File: src/rtl/fwd_pkg.sv
package fwd_pkg;
  localparam int unsigned KIND_W = 3;

  typedef enum logic [KIND_W-1:0] {
    K_NONE   = 3'd0,
    K_ALU_RR = 3'd1,
    K_ALU_RI = 3'd2,
    K_LOAD   = 3'd3,
    K_STORE  = 3'd4,
    K_BRANCH = 3'd5
  } kind_e;

  typedef enum logic [1:0] {
    SEL_RF  = 2'b00,
    SEL_EXM = 2'b01,
    SEL_MWB = 2'b10
  } alu_sel_e;

  function automatic logic kind_writes(input logic [KIND_W-1:0] k);
    return (k == K_ALU_RR) || (k == K_ALU_RI) || (k == K_LOAD);
  endfunction
endpackage

File: src/rtl/fwd_dest_decode.sv
// Resolves which register, if any, a stage will write.
module fwd_dest_decode
  import fwd_pkg::*;
#(
  parameter int unsigned REG_AW = 5
) (
  input  logic [KIND_W-1:0] kind_i,
  input  logic              wen_i,
  input  logic [REG_AW-1:0] rd_i,
  input  logic [REG_AW-1:0] rt_i,
  output logic              live_o,
  output logic              is_load_o,
  output logic [REG_AW-1:0] dest_o
);
  logic [REG_AW-1:0] dest;

  always_comb begin
    dest = (kind_i == K_ALU_RR) ? rd_i : rt_i;
  end

  assign dest_o    = dest;
  assign is_load_o = (kind_i == K_LOAD);
  // register 0 is hardwired, never a live destination
  assign live_o    = wen_i && kind_writes(kind_i) && (dest != '0);
endmodule

File: src/rtl/fwd_alu_sel.sv
// One ALU-side bypass select; newest eligible producer wins.
module fwd_alu_sel
  import fwd_pkg::*;
#(
  parameter int unsigned REG_AW = 5
) (
  input  logic [REG_AW-1:0] src_i,
  input  logic              ex_live_i,
  input  logic              ex_is_load_i,
  input  logic [REG_AW-1:0] ex_dest_i,
  input  logic              wb_live_i,
  input  logic [REG_AW-1:0] wb_dest_i,
  output logic [1:0]        sel_o
);
  logic ex_hit, wb_hit;

  // a load in EX/MEM has only an address in its ALU output
  assign ex_hit = ex_live_i && !ex_is_load_i && (ex_dest_i == src_i);
  assign wb_hit = wb_live_i && (wb_dest_i == src_i);

  always_comb begin
    if (ex_hit)      sel_o = SEL_EXM;
    else if (wb_hit) sel_o = SEL_MWB;
    else             sel_o = SEL_RF;
  end
endmodule

File: src/rtl/fwd_store_sel.sv
// Load-to-store write data bypass in the memory stage.
module fwd_store_sel
  import fwd_pkg::*;
#(
  parameter int unsigned REG_AW = 5
) (
  input  logic [KIND_W-1:0] st_kind_i,
  input  logic [REG_AW-1:0] st_rt_i,
  input  logic              ld_live_i,
  input  logic              ld_is_load_i,
  input  logic [REG_AW-1:0] ld_dest_i,
  output logic              sel_o
);
  assign sel_o = (st_kind_i == K_STORE) && ld_live_i && ld_is_load_i
               && (ld_dest_i == st_rt_i);
endmodule

File: src/rtl/fwd_unit.sv
module fwd_unit
  import fwd_pkg::*;
#(
  parameter int unsigned REG_AW = 5,
  localparam int unsigned N_SINK = 2
) (
  input  logic [REG_AW-1:0] idex_rs_i,
  input  logic [REG_AW-1:0] idex_rt_i,
  input  logic [2:0]        exmem_kind_i,
  input  logic              exmem_wen_i,
  input  logic [REG_AW-1:0] exmem_rd_i,
  input  logic [REG_AW-1:0] exmem_rt_i,
  input  logic [2:0]        memwb_kind_i,
  input  logic              memwb_wen_i,
  input  logic [REG_AW-1:0] memwb_rd_i,
  input  logic [REG_AW-1:0] memwb_rt_i,
  output logic [1:0]        fwd_a_o,
  output logic [1:0]        fwd_b_o,
  output logic              wb_is_load_o,
  output logic              st_fwd_o
);
  logic              ex_live, ex_load, wb_live, wb_load;
  logic [REG_AW-1:0] ex_dest, wb_dest;
  logic [REG_AW-1:0] srcs [N_SINK];
  logic [1:0]        sels [N_SINK];

  fwd_dest_decode #(.REG_AW(REG_AW)) u_ex_dec (
    .kind_i(exmem_kind_i), .wen_i(exmem_wen_i), .rd_i(exmem_rd_i), .rt_i(exmem_rt_i),
    .live_o(ex_live), .is_load_o(ex_load), .dest_o(ex_dest)
  );

  fwd_dest_decode #(.REG_AW(REG_AW)) u_wb_dec (
    .kind_i(memwb_kind_i), .wen_i(memwb_wen_i), .rd_i(memwb_rd_i), .rt_i(memwb_rt_i),
    .live_o(wb_live), .is_load_o(wb_load), .dest_o(wb_dest)
  );

  assign srcs[0] = idex_rs_i;
  assign srcs[1] = idex_rt_i;

  for (genvar g = 0; g < N_SINK; g++) begin : g_sink
    fwd_alu_sel #(.REG_AW(REG_AW)) u_sel (
      .src_i(srcs[g]),
      .ex_live_i(ex_live), .ex_is_load_i(ex_load), .ex_dest_i(ex_dest),
      .wb_live_i(wb_live), .wb_dest_i(wb_dest),
      .sel_o(sels[g])
    );
  end

  fwd_store_sel #(.REG_AW(REG_AW)) u_st (
    .st_kind_i(exmem_kind_i), .st_rt_i(exmem_rt_i),
    .ld_live_i(wb_live), .ld_is_load_i(wb_load), .ld_dest_i(wb_dest),
    .sel_o(st_fwd_o)
  );

  assign fwd_a_o      = sels[0];
  assign fwd_b_o      = sels[1];
  assign wb_is_load_o = wb_load;
endmodule

File: config.mk
export PLATFORM = sky130hd
export DESIGN_NAME = fwd_unit
export DESIGN_NICKNAME = d
export VERILOG_FILES = /design/src/rtl/fwd_pkg.sv /design/src/rtl/fwd_dest_decode.sv /design/src/rtl/fwd_alu_sel.sv /design/src/rtl/fwd_store_sel.sv /design/src/rtl/fwd_unit.sv
export SDC_FILE = /design/constraint.sdc
export NUM_CORES = 1
export LEC_CHECK = 0
export ABC_AREA = 1
export ABC_CLOCK_PERIOD_IN_PS = 1300
export BUFFER_PORTS_ARGS = -buffer_cell sky130_fd_sc_hd__buf_4
export CAP_MARGIN = 40
export CORE_UTILIZATION = 50
export DETAILED_ROUTE_END_ITERATION = 10
export GPL_TIMING_DRIVEN = 1
export PLACE_DENSITY = 0.83
export SLEW_MARGIN = 20
export SYNTH_ARGS = -nofsm -noshare
export SYNTH_HDL_FRONTEND = slang
export SYNTH_SLANG_ARGS = --single-unit
File: constraint.sdc
create_clock -name vclk -period 1.3
set_input_delay 0.065 -clock vclk [all_inputs]
set_output_delay 0.065 -clock vclk [all_outputs]
set_load 0.005 [all_outputs]
=== Word level (Yosys, flattened, before mapping) ===
Cells that the tools add are included.

* Register bits: 0
* Word-level logic and storage cells: 37
* Output and inout port bits: 6

* Muxes and demuxes: 6
* Equality and inequality tests: 12
* Reductions and logical operators: 19

{| class="wikitable"
|+ Operators by type and width
! kind !! count
|-
| equality test 5 bit || 5
|-
| equality test 3 x 2 -> 1 bit (second input constant) || 4
|-
| logical AND 1 bit || 12
|-
| 2-to-1 mux 5 bit || 2
|-
| nonzero test 5 bit || 2
|-
| 2-to-1 mux 2 bit || 4
|-
| equality test 3 x 1 -> 1 bit (second input constant) || 2
|-
| logical OR 1 bit || 4
|-
| equality test 3 bit (second input constant) || 1
|-
| logical NOT 1 bit || 1
|}

=== Longest topological paths before layout ===
Gate-level depths: netlist (run 1).

* Depth after elaboration: 8
* Depth in mapped cells: 11

=== By module ===
Synthesis (run 1) repeated with hierarchy kept, for this count alone.

* Cell total of the unflattened synthesis: 226
* Area, all modules: 954.7 µm²

{| class="wikitable"
|+ Modules (own cells, without submodules)
! module !! cells each !! seq. area each (µm²) !! instances !! area each (µm²)
|-
| fwd_alu_sel || 60 || 0.0 || 2 || 252.7
|-
| fwd_dest_decode || 36 || 0.0 || 2 || 158.9
|-
| fwd_store_sel || 34 || 0.0 || 1 || 131.4
|}

=== Least setup slack after synthesis (run 1) ===
OpenSTA, ideal clock, no wires.

* Path type: input -> output
* Start point: in exmem_kind_i[0]
* End point: out fwd_a_o[0]
* Setup slack: 250 ps
* Path buffers: 3
* Stages on the path: 10
* Required time: 1235 ps
* Arrival time: 985 ps
* Cells stage by stage: buf_4 nand3_2 buf_6 nand2_1 nand3_1 nand2_1 nor2_1 nand3_1 nor2_1 buf_4

* Longest elaborated chain between the ends: 8
* Elaborated cells between the ends (all ways): 14

{| class="wikitable"
|+ RTL lines
! what !! RTL line !! text
|-
| start, declared || fwd_unit.sv:9 || <nowiki>input logic [2:0] exmem_kind_i,</nowiki>
|-
| parallel branches: the longest is 6 deep, another holds 2-to-1 mux 5 bit || n/a ||
|-
| logical AND 1 bit * || fwd_alu_sel.sv:18 || <nowiki>assign ex_hit = ex_live_i && !ex_is_load_i && (ex_dest_i == src_i);</nowiki>
|-
| via g_sink[0].u_sel.ex_hit || fwd_alu_sel.sv:15 || <nowiki>logic ex_hit, wb_hit;</nowiki>
|-
| 2-to-1 mux 2 bit * || fwd_alu_sel.sv:22 || <nowiki>if (ex_hit) sel_o = SEL_EXM;</nowiki>
|-
| end, declared || fwd_unit.sv:17 || <nowiki>output logic [1:0] fwd_a_o,</nowiki>
|}

Mark *: on every way through the listed nets, which the timed path passes.

=== Final worst setup path (run 1) ===
* Start point: in exmem_kind_i[2]
* End point: out fwd_a_o[1]

* Longest elaborated chain between the ends: 8
* Elaborated cells between the ends (all ways): 14

{| class="wikitable"
|+ RTL lines
! what !! RTL line
|-
| parallel branches: the longest is 6 deep, another holds 2-to-1 mux 5 bit || n/a
|-
| logical AND 1 bit * || fwd_alu_sel.sv:18
|-
| 2-to-1 mux 2 bit * || fwd_alu_sel.sv:22
|}

Every way passes the cells marked *.

==> impl_metrics.env, run 1 <==
export IMPL_hold_viol_final=0
export IMPL_core_sq_mm=0.00173
export IMPL_nClkBuffers=0
export IMPL_synth_top_area_share=0.238
export IMPL_critPathKind="in -> out"
export IMPL_area_delta_synth_final_pct=68.5
export IMPL_grt_use_met2=0.488
export IMPL_end_kind="output pin"
export IMPL_syn_cell_area_sq_um=913
export IMPL_yosysSeqAreaShare=0
export IMPL_numPortBuffers=44
export IMPL_synth_cell_types=22
export IMPL_leakage_nw=0.897
export IMPL_pwr_share_clk=0
export IMPL_synthesis_nets=228
export IMPL_final_nets=282
export IMPL_globalplace_congestion=0.955
export IMPL_maxSlewViolCount=0
export IMPL_fmax_mhz=743
export IMPL_setup_slack_ns=-0.0467
export IMPL_finalCritPeriodShare=1.04
export IMPL_outcome="finished, violations left"
export IMPL_ir_drop_mv=0.273
export IMPL_grt_pass1_wl_mm=4.24
export IMPL_drcViolationCount=0
export IMPL_gr_usage_met1=0.383
export IMPL_whs_ns=0.524
export IMPL_postSynthAreaPerCell_sq_um=4.81
export IMPL_grt_use_met3=0
export IMPL_stdcell_count=267
export IMPL_startpoint_type="input pin"
export IMPL_dp_cells=261
export IMPL_grt_pass1_vias=1078
export IMPL_worstMarginPinSlew_ns=0.385
export IMPL_fillCellCount=106
export IMPL_antenna_left=0
export IMPL_grt_max_degree=10
export IMPL_min_from="exmem_kind_i[1]"
export IMPL_power_per_cell_area_mw_per_mm2=325
export IMPL_min_period_ns=1.35
export IMPL_setup_viol=1
export IMPL_diodes=0
export IMPL_drtIter0Drc=81
export IMPL_p_switching_mw=0.280
export IMPL_hp_class="in -> out"
export IMPL_antenna_found_initial=0
export IMPL_worstPathArrival_ns=1.28
export IMPL_yosysWarnings=0
export IMPL_internal_power_mw=0.221
export IMPL_initial_core_util=0.529
export IMPL_grt_usage=0.271
export IMPL_dieArea_sq_mm=0.00200
export IMPL_rows=15
export IMPL_route_vias_total=1539
export IMPL_die_height_um=44.7
export IMPL_crit_path_start="exmem_kind_i[2]"
export IMPL_design_area_sq_mm=0.00154
export IMPL_p_seq_frac=0
export IMPL_viasPerCell=5.76
export IMPL_wl_mm=4.10
export IMPL_place_area_sq_mm=0.00129
export IMPL_hpwl_mm=2.32
export IMPL_pin_count=44
export IMPL_violations="negative setup slack"
export IMPL_slew_headroom=0.742
export IMPL_seqCellArea_sq_um=0
export IMPL_syn_inst=190
export IMPL_drtPass1Iterations=5
export IMPL_yosysTopAreaCell="nand2_1"
export IMPL_required_ns=1.24
export IMPL_n_sequential_cell=0
export IMPL_yosysMostFrequentCell="nand2_1"
export IMPL_fp_dieW_um=44.7
export IMPL_overflow=0
export IMPL_grt_busiest_layer="met2"
export IMPL_ys_top_cells_by_count="nand2_1 (58), nand3_1 (39), inv_1 (33)"
export IMPL_holdPathStages=5
export IMPL_pwr_share_comb=1.000
export IMPL_yosys_top_cells_area="nand2_1 (24%), nand3_1 (21%), inv_1 (14%)"
export IMPL_hold_path_end="fwd_b_o[0]"
export IMPL_switching_share=0.559
export IMPL_wl_per_cell_um=15.4
export IMPL_cp_max_fo=5
export IMPL_place_worst_setup_slack_ns=-0.0521
export IMPL_rsz0062_at_grt="yes"
export IMPL_drive_gt1_frac=0.442
export IMPL_cap_viol_max_count=0
==> cells in the final DEF (no fill, tap or decap) <==
cell / Yosys / layout
inv_4: 0 / 4
nand2_4: 0 / 7
nor2_4: 2 / 2
a21oi_1: 2 / 2
nand3_4: 1 / 3
buf_8: 0 / 1
nand3_1: 39 / 33
inv_1: 33 / 32
buf_12: 0 / 1
nor2_2: 1 / 3
nor2_1: 14 / 12
nor3_2: 0 / 1
nand4_1: 6 / 6
o211ai_1: 1 / 1
inv_6: 0 / 2
clkinv_4: 1 / 1
o21ai_1: 1 / 1
o21ai_2: 1 / 1
buf_6: 1 / 8
nand3b_1: 1 / 1
xor2_1: 5 / 5
nand3_2: 1 / 6
nand2_1: 58 / 42
buf_4: 3 / 45
or2_4: 0 / 2
nand2_2: 11 / 20
==> layout make-up <==
type	count	area [sq um]	area share
Multi-Input combinational cell	148	873	0.567
Timing Repair Buffer	55	463	0.301
Inverter	39	171	0.111
Tap cell	25	31.3	0.0203
==> power groups by stage <==
stage | Combinational (mW) | Sequential (mW) | Clock (mW)
finish | 0.501 | 0 | 0
global route | 0.529 | 0 | 0
floorplan | 0.218 | 0 | 0
detailed placement | 0.374 | 0 | 0
CTS | 0.379 | 0 | 0
global placement | 0.366 | 0 | 0
==> per-layer routing <==
layer	vias up	wire length (um)
met1	673	1450
met5	-	0
li1	702	-
met3	39	401
met4	0	301
met2	125	1950
==> logic make-up (layout without fill, tap and decap cells) <==
logic type / count (synthesis) / in the layout / share of synthesized area
AND/OR/NAND/NOR: 137 / 138 / 0.715
buffers and inverters: 43 / 94 / 0.203
AO/OA/AOI/OAI: 5 / 5 / 0.0342
XOR/XNOR: 5 / 5 / 0.0479
==> repair_timing <==
action	CTS	global route
setup endpoints to repair	3	5
resized for setup	3	55
gates cloned	0	1
pin swaps	1	34
setup buffers	0	5
hold buffers	0	0
==> per-stage QoR <==
step | power [mW] | utilization | TNS (ns)
6_report | 0.501 | 0.891 | -0.0467
5_1_grt | 0.529 | 0.891 | -0.141
4_1_cts | 0.379 | 0.751 | -0.00226
3_5_place_dp | 0.374 | 0.745 | -0.104
3_3_place_gp | 0.366 | 0.745 | -0.0603
2_1_floorplan | 0.218 | - | 0
==> critical path: stages <==
cell and delay (ns):
buf_6 0.10, inv_4 0.06, buf_4 0.13, nand4_1 0.16, nand3_1 0.17, nand2_1 0.07
nor2_1 0.12, nand3_1 0.08, nor2_1 0.14, nor2_1 0.07, buf_4 0.13
==> worst max path at each step <==
stage	to	slack, ns	cells past startpoint
floorplan	fwd_a_o[0]	0.25	10
global placement	fwd_b_o[1]	-0.04	11
detailed placement	fwd_b_o[1]	-0.05	10
CTS	fwd_b_o[1]	-0.002	11
global route	fwd_a_o[1]	-0.06	12
finish	fwd_a_o[1]	-0.05	11
Note: power is estimated with default switching activity, not from simulation.
==> inputs of run 2 (changes only) <==
CORE_ASPECT_RATIO = 1.2   (was default)
==> run 2 against run 1 <==
  * Cell area decreased by 2.1%
  * Flip-flop and latch count stayed put
  * Global-route usage up 7.5 points
  * Clock-buffer cell count did not move
  * Worst setup slack lost 0.096 ns
  * Combinational power shrank 3%
  * Sequential share of layout area unchanged
  * The flow still finishes with violations (negative setup slack)
  * Worst hold slack worse by 0.079 ns
  * Final cell count is 3.7% lower
  * Wire length fell by 3.2%
  * Critical path depth grew 1
  * Fmax is 6.6% lower
  * Largest cell class unchanged
==> impl_metrics.env, run 2 (synthesis gave the netlist of run 1 again) <==
export IMPL_numPortBuffers=44
export IMPL_globalplace_congestion=0.949
export IMPL_pin_count=44
export IMPL_cp_max_fo=5
export IMPL_fillCellCount=82
export IMPL_violations="negative setup slack"
export IMPL_min_period_ns=1.44
export IMPL_drcViolationCount=0
export IMPL_critPathKind="in -> out"
export IMPL_whs_ns=0.445
export IMPL_drive_gt1_frac=0.431
export IMPL_cp_num_buf_inv=5
export IMPL_hold_viol_final=0
export IMPL_slowest_delay_ns=0.20
export IMPL_rsz0062_at_grt="yes"
export IMPL_grt_max_degree=10
export IMPL_grt_usage=0.346
export IMPL_maxSlewViolCount=0
export IMPL_drtPass1Iterations=5
export IMPL_rows=16
export IMPL_setup_slack_ns=-0.142
export IMPL_startpoint_type="input pin"
export IMPL_antenna_found_initial=0
export IMPL_finalCritPeriodShare=1.11
export IMPL_power_per_cell_area_mw_per_mm2=322
export IMPL_end_kind="output pin"
export IMPL_diodes=0
export IMPL_drtIter0Drc=95
export IMPL_leakage_nw=0.898
export IMPL_multi_input_area_sq_um=863
export IMPL_grt_pass1_vias=1319
export IMPL_required_ns=1.24
export IMPL_antenna_left=0
export IMPL_worstPathArrival_ns=1.38
export IMPL_core_sq_mm=0.00166
export IMPL_worstPathCellList="buf_6, inv_4, nand3_4, buf_12, clkinv_8, nand2_4, nand2_1, nand3_1, o21ai_2, nor2_2, nor2_1, buf_4"
export IMPL_critical_path_top_delay_family="simple AND/OR/NAND/NOR gates"
export IMPL_hp_class="in -> out"
export IMPL_design_area_sq_mm=0.00151
export IMPL_grt_pass1_wl_mm=5.08
export IMPL_dieArea_sq_mm=0.00200
export IMPL_final_common_cell="nand2_1"
export IMPL_place_area_sq_mm=0.00129
export IMPL_ir_drop_mv=0.242
export IMPL_die_height_um=48.8
export IMPL_critPathSlowestCell="o21ai_2"
export IMPL_fp_dieW_um=41.0
export IMPL_viasPerCell=5.67
export IMPL_cap_viol_max_count=0
export IMPL_wl_mm=3.97
export IMPL_outcome="finished, violations left"
export IMPL_nClkBuffers=0
export IMPL_initial_core_util=0.550
export IMPL_n_sequential_cell=0
export IMPL_overflow=0
export IMPL_wl_per_cell_um=15.4
export IMPL_final_nets=279
export IMPL_worstMarginPinSlew_ns=0.320
export IMPL_hpwl_mm=2.38
export IMPL_final_cell_mix="nand2_1 (47), buf_4 (44), inv_1 (32)"
export IMPL_seqCellArea_sq_um=0
export IMPL_route_vias_total=1457
export IMPL_area_delta_synth_final_pct=64.9
export IMPL_setup_viol=4
export IMPL_slew_headroom=0.786
export IMPL_fmax_mhz=693
[run 2: cell types whose count changed in the layout (fill, tap and decap cells not counted), moves of 2 or more]
cell and change:
nand2_1 +5, nand3_1 -4, nand3_2 +4, buf_6 -3
inv_2 +3, nand2_4 -3, nor2_1 -3, nor2_2 +3
inv_6 -2, nand2_2 -2, or2_1 +2, or2_4 -2
[run 2: area by class of cell]
cell class | count | share of cell area
Tap cell | 18 | 0.0150
Inverter | 39 | 0.110
Timing Repair Buffer | 52 | 0.301
Multi-Input combinational cell | 148 | 0.573
[run 2: path summary, 6_finish.rpt]
check / start / to / slack [ns] / depth (start not counted)
setup / recovery: exmem_kind_i[1] / fwd_a_o[1] / -0.14 / 12
hold / removal: memwb_kind_i[1] / wb_is_load_o / 0.45 / 4
[run 2: report_power, final]
| part | leakage, nW | switching [mW] | total (mW) | internal, mW |
|---|---|---|---|---|
| sequential | 0 | 0 | 0 | 0 |
| combinational | 0.898 | 0.272 | 0.484 | 0.212 |
| clock | 0 | 0 | 0 | 0 |
| total | 0.898 | 0.272 | 0.484 | 0.212 |
[run 2: tightest hold or removal path: cells and delay by family]
family | cells | cell delay, ns
buffers and inverters | 3 | 0.25
AND/OR/NAND/NOR | 1 | 0.06
[run 2: timing repair]
action / 4_1_cts / 5_1_grt
pin swaps: 18 / 27
setup buffers: 1 / 0
setup endpoints to repair: 2 / 5
gates resized for setup: 19 / 24
hold buffers: 0 / 0
endpoints found under the hold margin: 0 / 0
cloned: 1 / 1
[run 2: layer usage]
metal  global-route usage  vias up  wire length, um
met3               0.0183       27              341
met4               0.0944        0              198
met1                0.382      638             1380
met2                0.643      101             2050
met5                    0        -                0
li1                     -      691                -
[run 2: per-stage QoR]
step	power (mW)	instances	utilization	setup TNS, ns	setup slack (ns)
6_report	0.484	257	0.907	-0.344	-0.142
5_1_grt	0.530	257	0.907	-1.32	-0.362
4_1_cts	0.417	256	0.853	0	0.00130
3_5_place_dp	0.380	254	0.776	-0.0292	-0.0150
3_3_place_gp	0.371	254	0.776	0	0.0135
2_1_floorplan	0.218	190	-	0	0.250
